<file path="src/rtl/spi_req_pkg.sv">
// Shared types for the request-paced SPI port.
// Assumes nothing beyond a single system clock domain.
package spi_req_pkg;
    typedef enum logic [0:0] {M_IDLE = 1'b0, M_RUN = 1'b1} mst_state_t;
endpackage

</file>
<file path="src/rtl/spi_req_sync.sv">
// Two-flop synchroniser bank. Each bit has its own reset value so that
// active-low lines come out of reset as deasserted.
// Assumes the inputs are level signals slower than two system clocks.
module spi_req_sync #(
    parameter int unsigned W = 1,
    parameter logic [W-1:0] RST_VAL = '0
) (
    input  logic         clk,
    input  logic         rst_n,
    input  logic [W-1:0] d,
    output logic [W-1:0] q
);
    genvar i;
    generate
        for (i = 0; i < W; i++) begin : g_bit
            logic s1, s2;
            // two-stage capture of one asynchronous bit
            always_ff @(posedge clk) begin
                if (!rst_n) begin
                    s1 <= RST_VAL[i];
                    s2 <= RST_VAL[i];
                end else begin
                    s1 <= d[i];
                    s2 <= s1;
                end
            end
            assign q[i] = s2;
        end
    endgenerate
endmodule

</file>
<file path="src/rtl/spi_req_div.sv">
// Clock divider for master SCK. While run is high, tick fires once every
// div+1 system clocks, and each tick marks one SCK half period.
// Assumes div is held steady during a word.
module spi_req_div #(
    parameter int unsigned DIV_W = 8
) (
    input  logic             clk,
    input  logic             rst_n,
    input  logic             run,
    input  logic [DIV_W-1:0] div,
    output logic             tick
);
    logic [DIV_W-1:0] cnt;

    assign tick = run && (cnt == div);

    // count system clocks within the current half period
    always_ff @(posedge clk) begin
        if (!rst_n || !run || tick) cnt <= '0;
        else                        cnt <= cnt + 1'b1;
    end
endmodule

</file>
<file path="src/rtl/spi_req_shift.sv">
// Shared shift datapath. The transmit side loads a word and shifts it
// left on shift_out. The receive side shifts in_bit in on sample.
// Assumes load and shift_out are never high together.
module spi_req_shift #(
    parameter int unsigned WORD_W = 8
) (
    input  logic              clk,
    input  logic              rst_n,
    input  logic              load,
    input  logic [WORD_W-1:0] load_val,
    input  logic              shift_out,
    input  logic              sample,
    input  logic              in_bit,
    output logic              tx_msb,
    output logic [WORD_W-1:0] rx_word
);
    logic [WORD_W-1:0] tx_sr;

    // transmit register: load a word or move to the next bit
    always_ff @(posedge clk) begin
        if (!rst_n)         tx_sr <= '0;
        else if (load)      tx_sr <= load_val;
        else if (shift_out) tx_sr <= {tx_sr[WORD_W-2:0], 1'b0};
    end

    // receive register: collect one bit per sampling edge
    always_ff @(posedge clk) begin
        if (!rst_n)      rx_word <= '0;
        else if (sample) rx_word <= {rx_word[WORD_W-2:0], in_bit};
    end

    assign tx_msb = tx_sr[WORD_W-1];
endmodule

</file>
<file path="src/rtl/spi_req_port.sv">
// Dual-role SPI port, clock mode 0, MSB first, one word per request.
// Master: generates SCK and starts one word per falling edge of the
// synchronised request input (or at once when the handshake is off).
// Slave: works on synchronised SCK/select/MOSI and drives the request low
// while a word is loaded and waiting.
// Assumes slave-mode SCK half periods of at least four system clocks.
module spi_req_port
    import spi_req_pkg::*;
#(
    parameter int unsigned WORD_W = 8,
    parameter int unsigned DIV_W  = 8
) (
    input  logic              clk,
    input  logic              rst_n,
    input  logic              cfg_en,
    input  logic              cfg_master,
    input  logic              cfg_req_en,
    input  logic [DIV_W-1:0]  cfg_div,
    input  logic              err_clr,
    input  logic [WORD_W-1:0] tx_data,
    input  logic              tx_valid,
    output logic              tx_ready,
    output logic [WORD_W-1:0] rx_data,
    output logic              rx_valid,
    output logic              bus_err,
    output logic              sck_o,
    output logic              sck_oe,
    input  logic              sck_in,
    input  logic              ss_in_n,
    output logic              mosi_o,
    output logic              mosi_oe,
    input  logic              mosi_in,
    output logic              miso_o,
    output logic              miso_oe,
    input  logic              miso_in,
    output logic              req_o_n,
    output logic              req_oe,
    input  logic              req_in_n
);
    localparam int unsigned CNT_W = $clog2(WORD_W + 1);

    // synchronised pad inputs: {select, sck, mosi, request}
    logic ss_s, sck_s, mosi_s, req_s;
    spi_req_sync #(.W(4), .RST_VAL(4'b1001)) u_sync (
        .clk(clk), .rst_n(rst_n),
        .d({ss_in_n, sck_in, mosi_in, req_in_n}),
        .q({ss_s, sck_s, mosi_s, req_s})
    );

    logic              sck_d, req_d;
    logic              tx_full;
    logic [WORD_W-1:0] tx_buf;
    mst_state_t        st;
    logic [CNT_W-1:0]  mbits, sbits;
    logic              sck_r, req_pend, s_rdy;
    logic              tick, tx_msb;
    logic [WORD_W-1:0] rx_word;

    // master control terms
    logic run, m_start, m_rise, m_fall, m_done, go_ok, req_fall;
    assign run      = (st == M_RUN);
    assign req_fall = req_d && !req_s;
    assign go_ok    = cfg_req_en ? req_pend : 1'b1;
    assign m_start  = cfg_en && cfg_master && !run && tx_full && go_ok;
    assign m_rise   = tick && !sck_r;
    assign m_fall   = tick && sck_r;
    assign m_done   = m_fall && (mbits == CNT_W'(WORD_W));

    // slave control terms
    logic s_act, s_rise, s_fall, s_done, s_load;
    assign s_act  = cfg_en && !cfg_master && !ss_s;
    assign s_rise = s_act && sck_s && !sck_d;
    assign s_fall = s_act && !sck_s && sck_d;
    assign s_done = s_rise && (sbits == CNT_W'(WORD_W - 1));
    assign s_load = cfg_en && !cfg_master && !s_rdy && (sbits == '0)
                    && tx_full && !s_rise;

    spi_req_div #(.DIV_W(DIV_W)) u_div (
        .clk(clk), .rst_n(rst_n), .run(run), .div(cfg_div), .tick(tick)
    );

    spi_req_shift #(.WORD_W(WORD_W)) u_shift (
        .clk(clk), .rst_n(rst_n),
        .load(m_start || s_load),
        .load_val(tx_buf),
        .shift_out((m_fall && !m_done) || (s_fall && sbits != '0)),
        .sample(m_rise || s_rise),
        .in_bit(cfg_master ? miso_in : mosi_s),
        .tx_msb(tx_msb),
        .rx_word(rx_word)
    );

    // edge-detect history for the synchronised SCK and request
    always_ff @(posedge clk) begin
        if (!rst_n) begin
            sck_d <= 1'b0;
            req_d <= 1'b1;
        end else begin
            sck_d <= sck_s;
            req_d <= req_s;
        end
    end

    // transmit holding register fed by the valid/ready handshake
    always_ff @(posedge clk) begin
        if (!rst_n) begin
            tx_full <= 1'b0;
            tx_buf  <= '0;
        end else if (tx_valid && tx_ready) begin
            tx_full <= 1'b1;
            tx_buf  <= tx_data;
        end else if (m_start || s_load) begin
            tx_full <= 1'b0;
        end
    end
    assign tx_ready = cfg_en && !tx_full;

    // latch one pending request per falling edge of the request input
    always_ff @(posedge clk) begin
        if (!rst_n || !cfg_en || !cfg_master) req_pend <= 1'b0;
        else if (m_start)                    req_pend <= 1'b0;
        else if (req_fall)                   req_pend <= 1'b1;
    end

    // master sequencer: SCK generation and bit counting
    always_ff @(posedge clk) begin
        if (!rst_n) begin
            st    <= M_IDLE;
            sck_r <= 1'b0;
            mbits <= '0;
        end else if (m_start) begin
            st    <= M_RUN;
            sck_r <= 1'b0;
            mbits <= '0;
        end else if (run && tick) begin
            sck_r <= !sck_r;
            if (m_rise) mbits <= mbits + 1'b1;
            if (m_done) st <= M_IDLE;
        end
    end

    // slave bit counter and request-ready flag
    always_ff @(posedge clk) begin
        if (!rst_n) begin
            sbits <= '0;
            s_rdy <= 1'b0;
        end else begin
            if (!s_act)      sbits <= '0;
            else if (s_done) sbits <= '0;
            else if (s_rise) sbits <= sbits + 1'b1;
            if (cfg_master || !cfg_en) s_rdy <= 1'b0;
            else if (s_rise)           s_rdy <= 1'b0;
            else if (s_load)           s_rdy <= 1'b1;
        end
    end

    // received word and its one-cycle valid pulse
    always_ff @(posedge clk) begin
        if (!rst_n) begin
            rx_valid <= 1'b0;
            rx_data  <= '0;
        end else begin
            rx_valid <= m_done || s_done;
            if (m_done) rx_data <= rx_word;
            else if (s_done) rx_data <= {rx_word[WORD_W-2:0], mosi_s};
        end
    end

    // sticky bus error: select driven while master
    always_ff @(posedge clk) begin
        if (!rst_n)                            bus_err <= 1'b0;
        else if (cfg_en && cfg_master && !ss_s) bus_err <= 1'b1;
        else if (err_clr)                      bus_err <= 1'b0;
    end

    assign sck_o   = sck_r;
    assign sck_oe  = cfg_en && cfg_master;
    assign mosi_o  = tx_msb;
    assign mosi_oe = cfg_en && cfg_master;
    assign miso_o  = tx_msb;
    assign miso_oe = s_act;
    assign req_o_n = !s_rdy;
    assign req_oe  = rst_n && cfg_en && cfg_req_en && !cfg_master;
endmodule

</file>
<file path="config.mk">
export PLATFORM = sky130hd
export DESIGN_NAME = spi_req_port
export DESIGN_NICKNAME = d
export VERILOG_FILES = /design/src/rtl/spi_req_pkg.sv /design/src/rtl/spi_req_sync.sv /design/src/rtl/spi_req_div.sv /design/src/rtl/spi_req_shift.sv /design/src/rtl/spi_req_port.sv
export SDC_FILE = /design/constraint.sdc
export NUM_CORES = 1
export LEC_CHECK = 0
export ABC_AREA = 0
export BUFFER_PORTS_ARGS = -buffer_cell sky130_fd_sc_hd__buf_2
export CAP_MARGIN = 20
export CORE_MARGIN = 4
export CORE_UTILIZATION = 56
export DETAILED_ROUTE_END_ITERATION = 8
export GPL_ROUTABILITY_DRIVEN = 1
export GPL_TIMING_DRIVEN = 0
export PLACE_DENSITY = 0.79
export SETUP_SLACK_MARGIN = 0.2
export SLEW_MARGIN = 20
export SYNTH_ARGS = -nofsm -noshare
export SYNTH_HDL_FRONTEND = slang
export SYNTH_HIERARCHICAL = 1
export SYNTH_SLANG_ARGS = --single-unit
</file>
<file path="constraint.sdc">
create_clock -name clk -period 3.27 [get_ports clk]
set_input_delay 0.327 -clock clk [delete_from_list [all_inputs] [get_ports clk]]
set_output_delay 0.327 -clock clk [all_outputs]
set_load 0.05 [all_outputs]
</file>
======== Word level (Yosys, flattened, before mapping) ========
Cells that the tools add are included.
word-level totals
  register bits after elaboration ......... 65
  input port bits ......................... 28
  output and inout bits ................... 19
  word-level logic and storage cells ...... 110
cells by class
  add/sub/neg operators ................... 3
  equality and inequality tests ........... 3
  mux-type cells .......................... 13
  bitwise logic cells ..................... 2
  reduce and logical (&&, ||, !) cells .... 65
operators with widths
  kind                   count
  $mux W8                4
  $logic_and A1 B1 Y1    29
  $logic_not A1 Y1       13
  $reduce_bool A2 Y1     6
  $logic_or A1 B1 Y1     9
  $mux W1                9
  $add A4 B1 Y4 const B  2
  $add A8 B1 Y8 const B  1
  $eq A8 B8 Y1           1
  $reduce_or A3 Y1       2
  $eq A4 B3 Y1 const B   1
  $eq A4 B4 Y1 const B   1
  $logic_not A4 Y1       1
  $reduce_and A2 Y1      2
  $reduce_bool A4 Y1     1
  $reduce_or A2 Y1       2
  $not A1 Y1             2

======== Logic depth before layout (Yosys ltp) ========
Gate-level depths: netlist of the first run.
  word-level depth ........................ 10
  gate-level depth with buffers ........... 9
  mapped depth without buffers ............ 8

======== By module ========
The synthesis of the first run kept the hierarchy.
modules (own cells, without submodules)
  module         times used  cells each  area an instance (µm²)  seq. area each (µm²)
  spi_req_port   1           179         1,560.2                 660.6
  spi_req_shift  1           60          714.4                   320.3
  spi_req_div    1           47          467.9                   160.2
  spi_req_sync   1           20          240.2                   160.2

======== Worst setup path before layout of the first run ========
No wires, ideal clock.
  kind .................................... register to register
  start ................................... register u_div.cnt[2]
  end ..................................... register u_shift.tx_sr[1]
  library setup time ...................... 0.116 ns
  data arrival time ....................... 2.186 ns
  required time ........................... 3.154 ns
  slack ................................... 0.968 ns
  cell stages (with the launch flop) ...... 10
  buffers on the path ..................... 2
  period minus slack after synthesis ...... 2.302 ns
  cell sequence ........................... dfxtp_1 -> buf_6 -> xor2_1 -> nor4_4 -> and3_1 -> nand2_1 -> o21ai_0 -> buf_6 -> mux2_4 -> o211a_1
on the way
  cells in the longest elaborated chain, start to end .. 8
ends and longest elaborated chain
  element                                  RTL line             source
  start, declared                          spi_req_div.sv:13    logic [DIV_W-1:0] cnt;
  start signal, assigned                   spi_req_div.sv:20    else cnt <= cnt + 1'b1;
  $eq A8 B8 Y1 (*)                         spi_req_div.sv:15    assign tick = run && (cnt == div);
  $logic_and A1 B1 Y1 (*)                  spi_req_div.sv:15
  via tick                                 spi_req_port.sv:56   logic tick, tx_msb;
  $logic_and A1 B1 Y1 (*)                  spi_req_port.sv:66   assign m_fall = tick && sck_r;
  $logic_and A1 B1 Y1                      spi_req_port.sv:67   assign m_done = m_fall && (mbits == CNT_W'(WORD_W));
  $logic_not A1 Y1                         spi_req_port.sv:86   .shift_out((m_fall && !m_done) || (s_fall && sbits != '0)),
  $logic_and A1 B1 Y1 (*)                  spi_req_port.sv:86
  $logic_or A1 B1 Y1 (*)                   spi_req_port.sv:86
  $reduce_bool A2 Y1 (no source line) (*)  --
  end signal, assigned                     spi_req_shift.sv:22  else if (load) tx_sr <= load_val;
  end signal, assigned                     spi_req_shift.sv:23  else if (shift_out) tx_sr <= {tx_sr[WORD_W-2:0], 1'b0};
  end, declared                            spi_req_shift.sv:17  logic [WORD_W-1:0] tx_sr;
The timed path passes the listed nets; every way through them passes the cells marked *.
A chain may end at the register's enable or synchronous reset.

======== Worst setup path in the final report of the first run ========
  start ................................... register u_div.cnt[2]
  end ..................................... register u_shift.tx_sr[2]
Same word-level chain as after synthesis.

==> results of run 1 <==
cells in the final DEF (no fill, tap or decap), types with 11 or more instances in the layout:
cell / netlist / routed
a21oi_1: 13 / 13
buf_2: 4 / 49
clkbuf_8: 0 / 11
dfxtp_1: 65 / 65
inv_1: 11 / 11
nand2_1: 35 / 35
nand2b_1: 11 / 11
nand3_1: 14 / 14
nor2_1: 13 / 13
nor2b_1: 11 / 11
xor2_1: 13 / 13
through the flow:
step,hold WS (ns),util [%],instances
6_report,0.182,67.3,435
2_1_floorplan,0.386,-,306
3_3_place_gp,0.388,64.1,421
3_5_place_dp,0.404,64.1,421
5_1_grt,0.178,67.3,435
4_1_cts,0.175,67.3,435
layer usage:
layer / routed length [um] / vias up / global-route usage [%]
li1: - / 1173 / -
met1: 2470 / 1041 / 22.2
met2: 2730 / 53 / 33.7
met3: 288 / 6 / 5.65
met4: 66 / 0 / 6.93
met5: 0 / - / 0
critical path, cell delays in order, from the launching register on:
cell and delay, ns:
dfxtp_1 0.30, buf_6 0.13, xor2_1 0.18, nor4_4 0.49
and3_1 0.34, nand2_1 0.07, o21ai_0 0.20, buf_6 0.19
mux2_4 0.31, o211a_1 0.21
flip-flops by register name, indices dropped and copies added (netlist names), 4 cells and up:
name             flops
rx_data              8
tx_buf               8
u_shift/tx_sr        8
u_div/cnt            8
mbits                4
u_sync/g_bit.s1      4
u_sync/g_bit.s2      4
sbits                4
u_shift/rx_word      8
logic make-up after synthesis:
group                    Yosys count  share of synthesized area, %
buffers and inverters             32                          5.96
multiplexers                      17                          6.92
XOR/XNOR                          16                          4.70
flip-flops                        65                          43.6
adder cells (fa/ha/maj)            5                          2.10
AO/OA/AOI/OAI                     46                          12.9
AND/OR/NAND/NOR                  125                          23.8
layout make-up:
class	count	area, um2
fill	431	1680
multi-input combinational	209	1500
sequential	65	1300
timing repair buffer	45	225
clock buffer	14	163
buffer	20	133
tap	70	87.6
inverter	12	45.0
worst min-delay path by stage:
stage / startpoint / endpoint / cells after the start
CTS: req_in_n / u_sync/g_bit[0].s1 / 2
global route: ss_in_n / u_sync/g_bit[3].s1 / 2
detailed placement: u_sync/g_bit[0].s1 / u_sync/g_bit[0].s2 / 1
floorplan: u_sync/g_bit[0].s1 / u_sync/g_bit[0].s2 / 1
global placement: u_sync/g_bit[3].s1 / u_sync/g_bit[3].s2 / 1
finish: req_in_n / u_sync/g_bit[0].s1 / 2
Yosys cell counts (all sizes together), types with 8 or more instances:
cell / number / area (um2)
xor2: 13 / 114
dfxtp: 65 / 1300
nand2b: 11 / 68.8
inv: 11 / 41.3
a311oi: 8 / 120
nand2: 35 / 131
mux2: 8 / 116
nor3: 9 / 45.0
nor2b: 11 / 68.8
buf: 15 / 114
nor2: 13 / 48.8
mux2i: 9 / 90.1
nand3: 14 / 70.1
a21oi: 13 / 65.1
power breakdown:
part | leakage, nW | switching (mW) | total [mW] | internal (mW)
Clock | 0.0826 | 0.263 | 0.572 | 0.309
Combinational | 0.835 | 0.0667 | 0.115 | 0.0483
Sequential | 0.527 | 0.00768 | 0.817 | 0.809
Total | 1.45 | 0.337 | 1.50 | 1.17
==> metrics.yaml, run 1 <==
outcome: "finished clean"
dr.pass1.iters: 4
clockBufferDepth: 2
fin_crit_sh_pct: 77.0
pre_cts_ws_ns: 0.742
grt_pass1_wl_mm: 9.85
finalSetupViolCount: 0
die-area_mm2: 0.00656
dp_hpwl_mm: 4.02
relSlewSlack_pct: 64.5
p_total_mw: 1.50
static-leakage-power_nw: 1.45
drt_iter0_drc: 58
core_mm2: 0.00514
r2r_slack_ns: 0.75
finClkSkew_ns: 0.00574
hp-class: "input pin to register"
path_class: "register to register"
async_flop_share_pct: 0
die-height_um: 81.0
htree_levels: 3
maxCapViolCount: 0
path_clk_slew_ns: 0.06
cts.sinks: 65
r2r-start: "u_div/cnt[2]"
overflow: 0
cts_tree: "built"
synth.distinct_cells: 47
ant_nets: 0
startpoint_type: "register"
syn_area_mm2: 0.00298
drc: 0
avgSynthCellArea_um2: 9.75
first_global_vias: 2241
synth_ff_type: "dfxtp_1"
cts_resized: 0
reg2regPathDepth: 9
initial_core_util_pct: 58.0
syn2layout_area_growth_pct: 15.9
row_count: 26
arrival_ns: 2.73
grt_max_degree: 18
crit_path_end: "u_shift/tx_sr[2]"
antenna_found_initial: 0
dpl_cell_area_mm2: 0.00330
cp_max_fo: 9
hold_buffers: 0
fin_nets: 395
syn_nets: 339
rsz0062_at_grt: "no"
yosysSeqAreaShare_pct: 43.6
root_buffer: "clkbuf_8"
worst_slew_pin_slew_ns: 0.529
clk-insertion-delay-late_ns: 0.33
synth_warnings: 6
slew_violations: 0
hold_viol: 0
die_w_um: 81.0
wire_per_inst_um: 12.8
layout_setup_ws_ns: 0.751
setup_tns_ns: 0
min_period_ns: 2.52
via_per_inst: 5.23
synth_edf_count: 0
synth-seq-cells: 65
post_cts_buffers: 0
routabilityCongestion: 0.814
final_layout_size_suffix_gt1_share_pct: 24.7
cts_buffers: 9
n_antenna_cell: 0
final_cell_area_mm2: 0.00346
grt_usage_pct: 19.3
routed_wl_mm: 5.56
syn_inst: 306
ir_drop_mv: 0.300
required_ns: 3.49
cp-startpoint: "u_div/cnt[2]"
fmax_mhz: 397
io_pins: 47
worst_r2r_endpoint: "u_shift/tx_sr[2]"
portBuffers: 45
end_kind: "register"
power.density_mw_per_mm2: 435
dr_total_vias: 2273
Note: power is estimated with default switching activity, not from simulation.
==> run 2: changes to the inputs <==
==> constraint.sdc (replaced) <==
create_clock -name clk -period 2.6 [get_ports clk]
set_input_delay 0.26 -clock clk [delete_from_list [all_inputs] [get_ports clk]]
set_output_delay 0.26 -clock clk [all_outputs]
set_load 0.05 [all_outputs]
==> run 2 against run 1 <==
Against the previous run:
- via count rose by 0.97%
- setup slack worse by 0.40 ns
- critical path depth down 1
- hold slack lost 0.067 ns
==> metrics.yaml, run 2 (synthesized netlist as in run 1, its figures left out) <==
outcome: "finished clean"
clk-insertion-delay-late_ns: 0.32
core_mm2: 0.00514
root_buffer: "clkbuf_8"
final_layout_size_suffix_gt1_share_pct: 25.6
r2r-start: "u_div/cnt[3]"
n_antenna_cell: 0
crit_chain: "xor2_1, nor4_4, and3_2, nand2_1, o21ai_0, buf_6, mux2_4, o211a_1"
hold_buffers: 0
layout_setup_ws_ns: 0.351
layout_commonest_cell: "dfxtp_1"
min_to: "u_sync/g_bit[0].s1"
path_delay_family: "simple AND/OR/NAND/NOR gates"
drt_iter0_drc: 62
routabilityCongestion: 0.814
hold_start: "req_in_n"
path_class: "register to register"
intPower_mw: 1.47
clockPowerShare_pct: 37.9
p_total_mw: 1.89
row_count: 26
arrival_ns: 2.46
finClkSkew_ns: 0.00598
routed_wl_mm: 5.65
pwr-share-seq_pct: 54.4
cp_max_fo: 8
fin_crit_sh_pct: 86.5
p_sw_mw: 0.421
wire_per_inst_um: 12.9
antenna_found_initial: 0
power.density_mw_per_mm2: 544
grt_max_degree: 18
fmax_mhz: 445
htree_levels: 3
dr.pass1.iters: 4
io_pins: 47
worst_r2r_endpoint: "u_shift/tx_sr[2]"
min_period_ns: 2.25
layout_common_cells: "dfxtp_1 (64), buf_2 (49), nand2_1 (35), nand3_1 (14)"
slowest_stage: "dfxtp_1"
first_global_vias: 2254
drc: 0
hold_viol: 0
die-height_um: 81.0
grt_pass1_wl_mm: 9.97
dpl.cell_count: 421
grt_usage_pct: 19.5
finalSetupViolCount: 0
slew_violations: 0
syn2layout_area_growth_pct: 16.5
setup_tns_ns: 0
rsz0062_at_grt: "no"
crit_buf_inv: 1
clockBufferDepth: 2
dp_hpwl_mm: 4.02
critPathMaxStageDelay_ns: 0.43
die_w_um: 81.0
via_per_inst: 5.25
fin_nets: 397
cts.sinks: 65
whs_path_depth: 2
ir_drop_mv: 0.378
path_clk_slew_ns: 0.06
maxCapViolCount: 0
reg2regPathDepth: 8
swShare_pct: 22.3
hp-class: "input pin to register"
p_comb_share_pct: 7.7
pre_cts_ws_ns: 0.0987
relSlewSlack_pct: 69.8
r2r_slack_ns: 0.35
cts_tree: "built"
static-leakage-power_nw: 1.46
initial_core_util_pct: 58.0
die-area_mm2: 0.00656
required_ns: 2.81
portBuffers: 45
overflow: 0
ant_nets: 0
startpoint_type: "register"
layoutNonFillerInstCount: 437
end_kind: "register"
cts_buffers: 9
dr_total_vias: 2295
worst_slew_pin_slew_ns: 0.450
[run 2: changes by cell type in the layout (fill, tap and decap cells not counted), sizes merged]
cell	before	now
buf	60	62
[run 2: area by class of cell]
| class | instances | area (um2) |
|---|---|---|
| buffer | 20 | 133 |
| inverter | 12 | 45.0 |
| tap | 70 | 87.6 |
| fill | 430 | 1660 |
| timing repair buffer | 47 | 240 |
| clock buffer | 14 | 163 |
| sequential | 65 | 1300 |
| multi-input combinational | 209 | 1510 |
[run 2: worst reg2reg max path, cell delays in order, from the launching register on]
cell and delay, ns:
dfxtp_1 0.43, xor2_1 0.14, nor4_4 0.32, and3_2 0.29, nand2_1 0.06, o21ai_0 0.20
buf_6 0.19, mux2_4 0.31, o211a_1 0.20
[run 2: timing repair]
action,in CTS,in global routing
setup buffers,2,0
gates cloned,0,0
endpoints found under the setup margin,10,7
gates resized for setup,0,2
pin swaps,2,0
[run 2: per-layer routing]
layer  vias to the layer above  share of wire (%)  track usage, %  routed length, um
met5                         -                  0               0                  0
met3                         6                4.6            5.65                262
met1                      1052                 45            22.5               2520
li1                       1176                  -               -                  -
met2                        61                 49            34.4               2790
met4                         0                1.3            6.93                 73
[run 2: worst max-delay path by stage]
stage	startpoint	end	depth (start not counted)
after global routing	u_div/cnt[5]	u_shift/tx_sr[5]	8
after global placement	u_div/cnt[2]	u_shift/tx_sr[6]	9
after floorplan	u_div/cnt[2]	u_shift/tx_sr[1]	9
after CTS	u_div/cnt[0]	u_shift/tx_sr[2]	8
final	u_div/cnt[3]	u_shift/tx_sr[2]	8
after detailed placement	u_div/cnt[2]	u_shift/tx_sr[2]	9
[run 2: power by group through the flow]
stage	logic (mW)	clock network (mW)	registers, mW
final	0.146	0.716	1.03
after global routing	0.162	0.775	1.03
after CTS	0.148	0.733	1.03
after detailed placement	0.145	0	1.05
after global placement	0.142	0	1.05
after floorplan	0.0964	0	1.05
[run 2: through the flow]
stage / area, um2 / utilization (%) / hold WS [ns]
finish: 3480 / 67.6 / 0.115
global route: 3480 / 67.6 / 0.111
CTS: 3470 / 67.6 / 0.108
detailed placement: 3300 / 64.1 / 0.404
global placement: 3300 / 64.1 / 0.388
floorplan: 2980 / - / 0.333
